File: src/rtl/rtc_guard_pkg.sv
package rtc_guard_pkg;
    typedef enum logic [1:0] {
        LK_SHUT = 2'd0,
        LK_HALF = 2'd1,
        LK_OPEN = 2'd2
    } lock_e;

    localparam int ADDR_CTRL  = 0;
    localparam int ADDR_KEY   = 1;
    localparam int ADDR_YEAR  = 2;

    localparam logic [7:0] KEY_FIRST  = 8'hCA;
    localparam logic [7:0] KEY_SECOND = 8'h53;

    localparam int BIT_REQ  = 7;
    localparam int BIT_RDY  = 6;
    localparam int BIT_SYNC = 5;
    localparam int BIT_DONE = 4;
endpackage

File: src/rtl/rtc_key_gate.sv
module rtc_key_gate
    import rtc_guard_pkg::*;
(
    input  logic       clk,
    input  logic       rst_n,
    input  logic       key_wr,
    input  logic [7:0] key_byte,
    output logic       open
);
    typedef struct packed {
        lock_e st;
    } gate_t;

    gate_t s_d, s_q;

    always_comb begin
        s_d = s_q;
        if (key_wr) begin
            if (key_byte == KEY_FIRST)
                s_d.st = LK_HALF;
            else if (key_byte == KEY_SECOND && s_q.st == LK_HALF)
                s_d.st = LK_OPEN;
            else
                s_d.st = LK_SHUT;
        end
    end

    always_ff @(posedge clk or negedge rst_n) begin
        if (!rst_n) s_q <= '{st: LK_SHUT};
        else        s_q <= s_d;
    end

    assign open = (s_q.st == LK_OPEN);
endmodule

File: src/rtl/rtc_tick_delay.sv
module rtc_tick_delay #(
    parameter int DLY = 2
) (
    input  logic clk,
    input  logic rst_n,
    input  logic tick,
    input  logic run,
    input  logic clr,
    output logic flag
);
    localparam int CW = (DLY < 2) ? 1 : $clog2(DLY);

    typedef struct packed {
        logic [CW-1:0] cnt;
        logic          flag;
    } dly_t;

    dly_t s_d, s_q;

    always_comb begin
        s_d = s_q;
        if (clr) begin
            s_d.cnt  = '0;
            s_d.flag = 1'b0;
        end else if (run && !s_q.flag && tick) begin
            if (s_q.cnt == CW'(DLY - 1)) begin
                s_d.flag = 1'b1;
                s_d.cnt  = '0;
            end else begin
                s_d.cnt = s_q.cnt + 1'b1;
            end
        end
    end

    always_ff @(posedge clk or negedge rst_n) begin
        if (!rst_n) s_q <= '0;
        else        s_q <= s_d;
    end

    assign flag = s_q.flag;
endmodule

File: src/rtl/rtc_guard_ctrl.sv
module rtc_guard_ctrl
    import rtc_guard_pkg::*;
#(
    parameter int INIT_TICKS = 2,
    parameter int SYNC_TICKS = 2,
    parameter int AW = 2,
    parameter int DW = 8
) (
    input  logic          clk,
    input  logic          rst_n,
    input  logic          rtc_tick,
    input  logic          wr_en,
    input  logic [AW-1:0] wr_addr,
    input  logic [DW-1:0] wr_data,
    output logic          unlocked,
    output logic          init_req,
    output logic          init_ready,
    output logic          sync_ok,
    output logic          init_done,
    output logic [DW-1:0] year
);
    typedef struct packed {
        logic          req;
        logic          done;
        logic [DW-1:0] yr;
    } ctl_t;

    ctl_t s_d, s_q;

    logic key_wr, ctrl_wr, year_wr;
    logic init_clr, sync_clr;

    assign key_wr  = wr_en && (wr_addr == AW'(ADDR_KEY));
    assign ctrl_wr = wr_en && (wr_addr == AW'(ADDR_CTRL)) && unlocked;
    assign year_wr = wr_en && (wr_addr == AW'(ADDR_YEAR)) && unlocked && init_ready;

    rtc_key_gate u_gate (
        .clk      (clk),
        .rst_n    (rst_n),
        .key_wr   (key_wr),
        .key_byte (wr_data[7:0]),
        .open     (unlocked)
    );

    assign init_clr = !s_q.req || (ctrl_wr && !wr_data[BIT_REQ]);
    assign sync_clr = s_q.req || (ctrl_wr && (!wr_data[BIT_SYNC] || wr_data[BIT_REQ]));

    rtc_tick_delay #(.DLY(INIT_TICKS)) u_init_dly (
        .clk   (clk),
        .rst_n (rst_n),
        .tick  (rtc_tick),
        .run   (s_q.req),
        .clr   (init_clr),
        .flag  (init_ready)
    );

    rtc_tick_delay #(.DLY(SYNC_TICKS)) u_sync_dly (
        .clk   (clk),
        .rst_n (rst_n),
        .tick  (rtc_tick),
        .run   (!s_q.req),
        .clr   (sync_clr),
        .flag  (sync_ok)
    );

    always_comb begin
        s_d = s_q;
        if (ctrl_wr)
            s_d.req = wr_data[BIT_REQ];
        if (year_wr) begin
            s_d.yr = wr_data;
            if (wr_data != '0)
                s_d.done = 1'b1;
        end
    end

    always_ff @(posedge clk or negedge rst_n) begin
        if (!rst_n) s_q <= '0;
        else        s_q <= s_d;
    end

    assign init_req  = s_q.req;
    assign init_done = s_q.done;
    assign year      = s_q.yr;
endmodule

File: config.mk
export PLATFORM = sky130hd
export DESIGN_NAME = rtc_guard_ctrl
export DESIGN_NICKNAME = d
export VERILOG_FILES = /design/src/rtl/rtc_guard_pkg.sv /design/src/rtl/rtc_key_gate.sv /design/src/rtl/rtc_tick_delay.sv /design/src/rtl/rtc_guard_ctrl.sv
export SDC_FILE = /design/constraint.sdc
export NUM_CORES = 1
export LEC_CHECK = 0
export BUFFER_PORTS_ARGS = -buffer_cell sky130_fd_sc_hd__buf_2
export CAP_MARGIN = 40
export CORE_MARGIN = 2
export CORE_UTILIZATION = 40
export CTS_CLUSTER_SIZE = 14
export DETAILED_ROUTE_END_ITERATION = 10
export PLACE_DENSITY = 0.67
export SYNTH_ARGS = -nofsm -noshare
export SYNTH_HDL_FRONTEND = slang
export SYNTH_SLANG_ARGS = --single-unit
File: constraint.sdc
create_clock -name clk -period 1.78 [get_ports clk]
set_input_delay 0.356 -clock clk [delete_from_list [all_inputs] [get_ports clk]]
set_output_delay 0.356 -clock clk [all_outputs]
set_load 0.03 [all_outputs]
# ---- Yosys cells after proc, flatten, opt, wreduce, memory -nomap -nowiden
# Cells that the tools add are included.
dict set report totals {
  regBits 16
  inputBits 14
  out_inout_bits 13
  word_cells 56
}
dict set report op_classes {
  add_sub_neg 2
  eq_ne 6
  muxes 10
  n_reduce_logical 30
}
# operator n
set op_table {}
lappend op_table {{1-bit logical AND} 13}
lappend op_table {{2-bit two-way mux} 6}
lappend op_table {{8-bit by 7-bit == test with 1-bit output (second input constant)} 1}
lappend op_table {{8-bit == test (second input constant)} 1}
lappend op_table {{2-bit nonzero test} 4}
lappend op_table {{8-bit nonzero test} 1}
lappend op_table {{2-bit AND reduction} 3}
lappend op_table {{1-bit zero test} 5}
lappend op_table {{2-bit by 1-bit == test with 1-bit output (second input constant)} 2}
lappend op_table {{2-bit == test (second input constant)} 2}
lappend op_table {{1-bit two-way mux} 4}
lappend op_table {{1-bit logical OR} 3}
lappend op_table {{1-bit adder (second input constant)} 2}
lappend op_table {{2-bit zero test} 1}

# ---- Depth between registers and ports, before layout
dict set report logic_depth {
  depth_word 7
  mapped_depth 3
  ltp_nobuf 3
}

# ---- By module
# A second synthesis with hierarchy kept.
dict set report unflattened {
  cells_unflattened 61
  hier_area_um2 762.0
}
# module n_inst cells_per_inst area_each_um2 seq_area_each_um2
set modules_own_cells {}
lappend modules_own_cells {rtc_guard_ctrl 1 33 441.7 250.2}
lappend modules_own_cells {rtc_tick_delay 2 8 93.8 50.0}
lappend modules_own_cells {rtc_key_gate 1 12 132.6 50.0}

# ---- Worst setup path after synthesis
# No wires, ideal clock.
dict set report synth_path {
  path_type {register -> register}
  from {reg u_init_dly.s_q, in the netlist u_init_dly.flag}
  to {reg s_q, in the netlist year[0]}
  setup_ns 0.125
  t_arrival_ns 1.213
  required_ns 1.655
  path_slack_ns 0.442
  path_stages_with_launch 4
  n_path_buf 0
  synth_period_minus_slack_ns 1.338
  cell_sequence {dfrtp_1 > nand2_1 > nor2_8 > mux2_2}
}
dict set report synth_via {
  elab_chain_cells 1
}
# element line_no
set synth_lines {}
lappend synth_lines {{from (decl)} rtc_tick_delay.sv:18} ;# dly_t s_d, s_q;
lappend synth_lines {{from (signal assigned)} rtc_tick_delay.sv:36} ;# if (!rst_n) s_q <= '0;
lappend synth_lines {{from (signal assigned)} rtc_tick_delay.sv:37} ;# else s_q <= s_d;
lappend synth_lines {{1-bit logical AND} rtc_guard_ctrl.sv:35} ;# assign year_wr = wr_en && (wr_addr == AW'(ADDR_YEAR)) && unlocked && init_ready;
lappend synth_lines {{to (signal assigned)} rtc_guard_ctrl.sv:78} ;# if (!rst_n) s_q <= '0;
lappend synth_lines {{to (signal assigned)} rtc_guard_ctrl.sv:79} ;# else s_q <= s_d;
lappend synth_lines {{to (decl)} rtc_guard_ctrl.sv:28} ;# ctl_t s_d, s_q;
# No other way between the ends.
# A chain may end at the register's enable or synchronous reset.

# ---- Final worst setup path
dict set report layout_path {
  from {reg u_gate.s_q[1] in the netlist's numbering}
  to {out unlocked}
}
dict set report layout_via {
  elab_chain_cells 1
}
# element line_no
set layout_lines {}
lappend layout_lines {{from (decl)} rtc_key_gate.sv:14} ;# gate_t s_d, s_q;
lappend layout_lines {{from (signal assigned)} rtc_key_gate.sv:29} ;# if (!rst_n) s_q <= '{st: LK_SHUT};
lappend layout_lines {{2-bit == test} rtc_key_gate.sv:33} ;# assign open = (s_q.st == LK_OPEN);
lappend layout_lines {{to (decl)} rtc_guard_ctrl.sv:15} ;# output logic unlocked,
# No other way between the ends.

==> summary by stage <==
Outcome
The flow ran to the end, and the final reports show no timing, DRC or antenna violations.

Clock tree
The TritonCTS clock tree is yes. Counting every sink on the clock net gives 16. The total clock buffers created by CTS is 3. The clock-pin slew on the worst setup and hold paths is 0.10 ns. The maximum root-to-sink buffer count is 2. The clock root buffer is sky130_fd_sc_hd__clkbuf_4. The later-pin clock latency in the skew report is 0.30 ns. The number of gates resized after CTS was 0. The maximum level of the CTS H-tree is 1.

Floorplan
The starting utilization of the core area is 0.4242. In this run the standard cell core region covers 1708 um2. The die is 46.56 um tall.

In this run the core area contains 15 standard-cell rows. The number of top-level pins is 27. The floorplan step defined a die boundary enclosing 2167 um2.

The width of the chip is 46.56 um.

Timing
Setup repair after global routing left no endpoint under its margin. Hold is met by 0.3216 ns. The ratio of final minimum period to clock period is 0.8228. Between clock sinks in the finished design, the worst skew comes to 0.004984 ns. The total negative slack for setup checks is 0 ns. The clock period could shrink to 1.465 ns.

The final worst-path setup slack is 0.3155 ns. The number of failing hold endpoints at the final stage came to 0. For the pin with the worst max-slew slack, the measured transition is 0.4197 ns. The max-slew violation count is 0. The final setup violation count is 0. The worst slew slack as a fraction of its limit is 0.7176. Timing would allow up to 682.8 MHz.

Cells and area
The growth of design area from synthesis to finish is 28.67%. The finished cells cover 932.1 um2. In the final layout, the share of cells above drive strength 1 is 0.4943. The fill cell instance count of the final layout is 163. For this run, the number of standard cells in the final layout without fillers is 112. The core occupancy in the finished layout is 0.5458.

The sequential cells in the finished layout cover a total of 400.4 um2. The number of antenna diodes in the final layout is 0. Summing all multi-input logic gate instances after layout gives 324.1 um2. The number of nets in the layout is 102.

Global route
The number of antenna violations at the first check in global routing came to 0. The combined global-route utilization of all metal layers is 0.1593. The first global-routing pass estimated 2332 um of wire. Entering global routing, the biggest net connects 17 pins. Summed over all layers, the global routing overflow is 0. The number of global-route vias before repair was 533.

Logic synthesis
The total nets after synthesis is 70. For this run, the register share of the synthesized area comes to 0.5527. After synthesis, the cell types taking the most area are sky130_fd_sc_hd__dfrtp_1 55%, sky130_fd_sc_hd__mux2_2 14%, sky130_fd_sc_hd__nand4bb_4 3.8%, sky130_fd_sc_hd__nor2_8 2.8%, sky130_fd_sc_hd__nor2b_1 2.6%.

The share of synthesized area in the top cell type comes to 0.5527. Summing every instance area after synthesis gives 724.4 um2. Synthesis handed over a netlist of 56 instances.

The number of register bits inferred by synthesis is 16. The mean post-synth cell area is 12.94 um2. The count of yosys warnings during synthesis is 0.

The biggest area contributor in the post-synthesis netlist is sky130_fd_sc_hd__dfrtp_1. The number of distinct library cells after synthesis is 20.

Worst hold path
The path class of the lowest-slack min-delay path is in -> reg.

Placement
The placement-stage worst setup slack is 0.3516 ns. The count of buffers from port buffering is 26. The final weighted congestion in routability-driven placement is 0.6997. The number of cells in the design after placement is 107. The post-placement cell area is 885.9 um2.

The placed wire-length estimate is 1114 um.

Worst setup path
For the worst setup path, the data arrival time is 1.11 ns. By startpoint and endpoint, the worst setup path is classified as reg -> out. The kind of launch point of the worst setup path is a flip-flop. The worst setup path is captured at an output pin.

For the worst setup path, the data required time is 1.42 ns. The biggest fanout along the worst timing path is 4.

Routing
The detailed-route vias per instance is 5.196. For this block, the routed nets add up to 1438 um of wire. The count of nets left with antenna violations once routing finished came out at 0. After detailed routing, the average wire length per cell comes to 12.84 um. The highest layer touched by signal routing is met4.

The number of iterations in the first detailed-routing pass is 4. Summing over every cut layer, the via total after detailed routing is 582. For this run, design rule violations remaining after detail routing come to 0. Wire segments on met2 add up to 715 um in the final route. The wire length on met3 is 73 um. The number of DRC markers after the initial detailed-route iteration is 3. The met1 routed wirelength after detailed routing is 601 um.

Power
The power per standard cell area is 736.8 nW/um2. IR analysis of the VDD net gives a maximum drop of 395.5 uV. The cell leakage power is 0.4900 nW.

The total power after layout is 0.6868 mW.

Flow run
Across the run, the number of max-cap violations was 0.
## critical path: stages, from the launching register on
cell	delay [ns]
sky130_fd_sc_hd__dfrtp_1	0.44
sky130_fd_sc_hd__and2b_2	0.21
sky130_fd_sc_hd__buf_2	0.17
## layout by cell type, fill, tap and decap left out, drive strengths merged, types with 2 or more instances in the layout
cell type,count
a21oi,2
buf,26
clkbuf,4
dfrtp,16
mux2,9
nand2,3
nor2,5
nor2b,3
nor3,3
nor4,3
xnor2,2
## registers in the layout, indices dropped and copies added (netlist names)
| signal | cells |
|---|---|
| u_sync_dly.s_q | 1 |
| u_sync_dly.flag | 1 |
| u_init_dly.s_q | 1 |
| init_done | 1 |
| u_init_dly.flag | 1 |
| u_gate.s_q | 2 |
| year | 8 |
| init_req | 1 |
## cells by family after synthesis
group	count (synthesis)	synth area share
AND/OR/NAND/NOR	23	0.2263
AO/OA/AOI/OAI	6	0.05700
flip-flops	16	0.5527
XOR/XNOR	2	0.02418
multiplexers	9	0.1399
## metal layers
metal,vias to the layer above,GRT usage
met5,-,0
met4,0,0.1200
met3,5,0.02353
met2,23,0.2417
met1,289,0.2015
li1,265,-
## synthesized netlist by cell type
library cell                number
sky130_fd_sc_hd__dfrtp_1        16
sky130_fd_sc_hd__mux2_2          9
sky130_fd_sc_hd__nor2_1          4
sky130_fd_sc_hd__nand2_1         3
sky130_fd_sc_hd__nor2b_1         3
sky130_fd_sc_hd__nor3_1          3
sky130_fd_sc_hd__nor4_1          3
sky130_fd_sc_hd__a21oi_1         2
sky130_fd_sc_hd__xnor2_1         2
sky130_fd_sc_hd__a21o_2          1
sky130_fd_sc_hd__a32o_1          1
sky130_fd_sc_hd__and2_1          1
sky130_fd_sc_hd__and2b_2         1
sky130_fd_sc_hd__nand3b_1        1
sky130_fd_sc_hd__nand4_1         1
sky130_fd_sc_hd__nand4b_1        1
sky130_fd_sc_hd__nand4bb_4       1
sky130_fd_sc_hd__nor2_8          1
sky130_fd_sc_hd__o21ai_0         1
sky130_fd_sc_hd__o31ai_1         1
## worst paths after layout
check,from,end,slack [ns],cells after the start
max,u_gate.s_q[1]$_DFFE_PN0P_,unlocked,0.32,2
min,wr_data[6],year[6]$_DFFE_PN0P_,0.32,2
max reg2reg,u_gate.s_q[0]$_DFFE_PN0P_,year[0]$_DFFE_PN0P_,0.39,3
min reg2reg,init_done$_DFFE_PN0P_,init_done$_DFFE_PN0P_,0.49,1
max in group asynchronous,rst_n,year[0]$_DFFE_PN0P_,1.02,2
min in group asynchronous,rst_n,u_sync_dly.s_q[1]$_DFFE_PN0P_,0.49,2
## power by group
part	leakage, nW	switching (mW)	internal [mW]	total [mW]
Combinational	0.253	0.0307	0.0275	0.0582
Clock	0.0210	0.121	0.125	0.246
Sequential	0.216	0.00775	0.375	0.383
Total	0.490	0.159	0.527	0.687
## area by class of cell
type / count / share of cell area
flip-flops and latches: 16 / 0.4295
multi-input cells: 40 / 0.3477
repair buffers: 27 / 0.1503
well taps: 25 / 0.03356
clock buffers: 4 / 0.03893
## what timing repair did
item | CTS | global route
buffers inserted | 0 | 0
endpoints found under the hold margin | 16 | 0
hold buffers | 1 | 0
(Power assumes the default switching activity.)
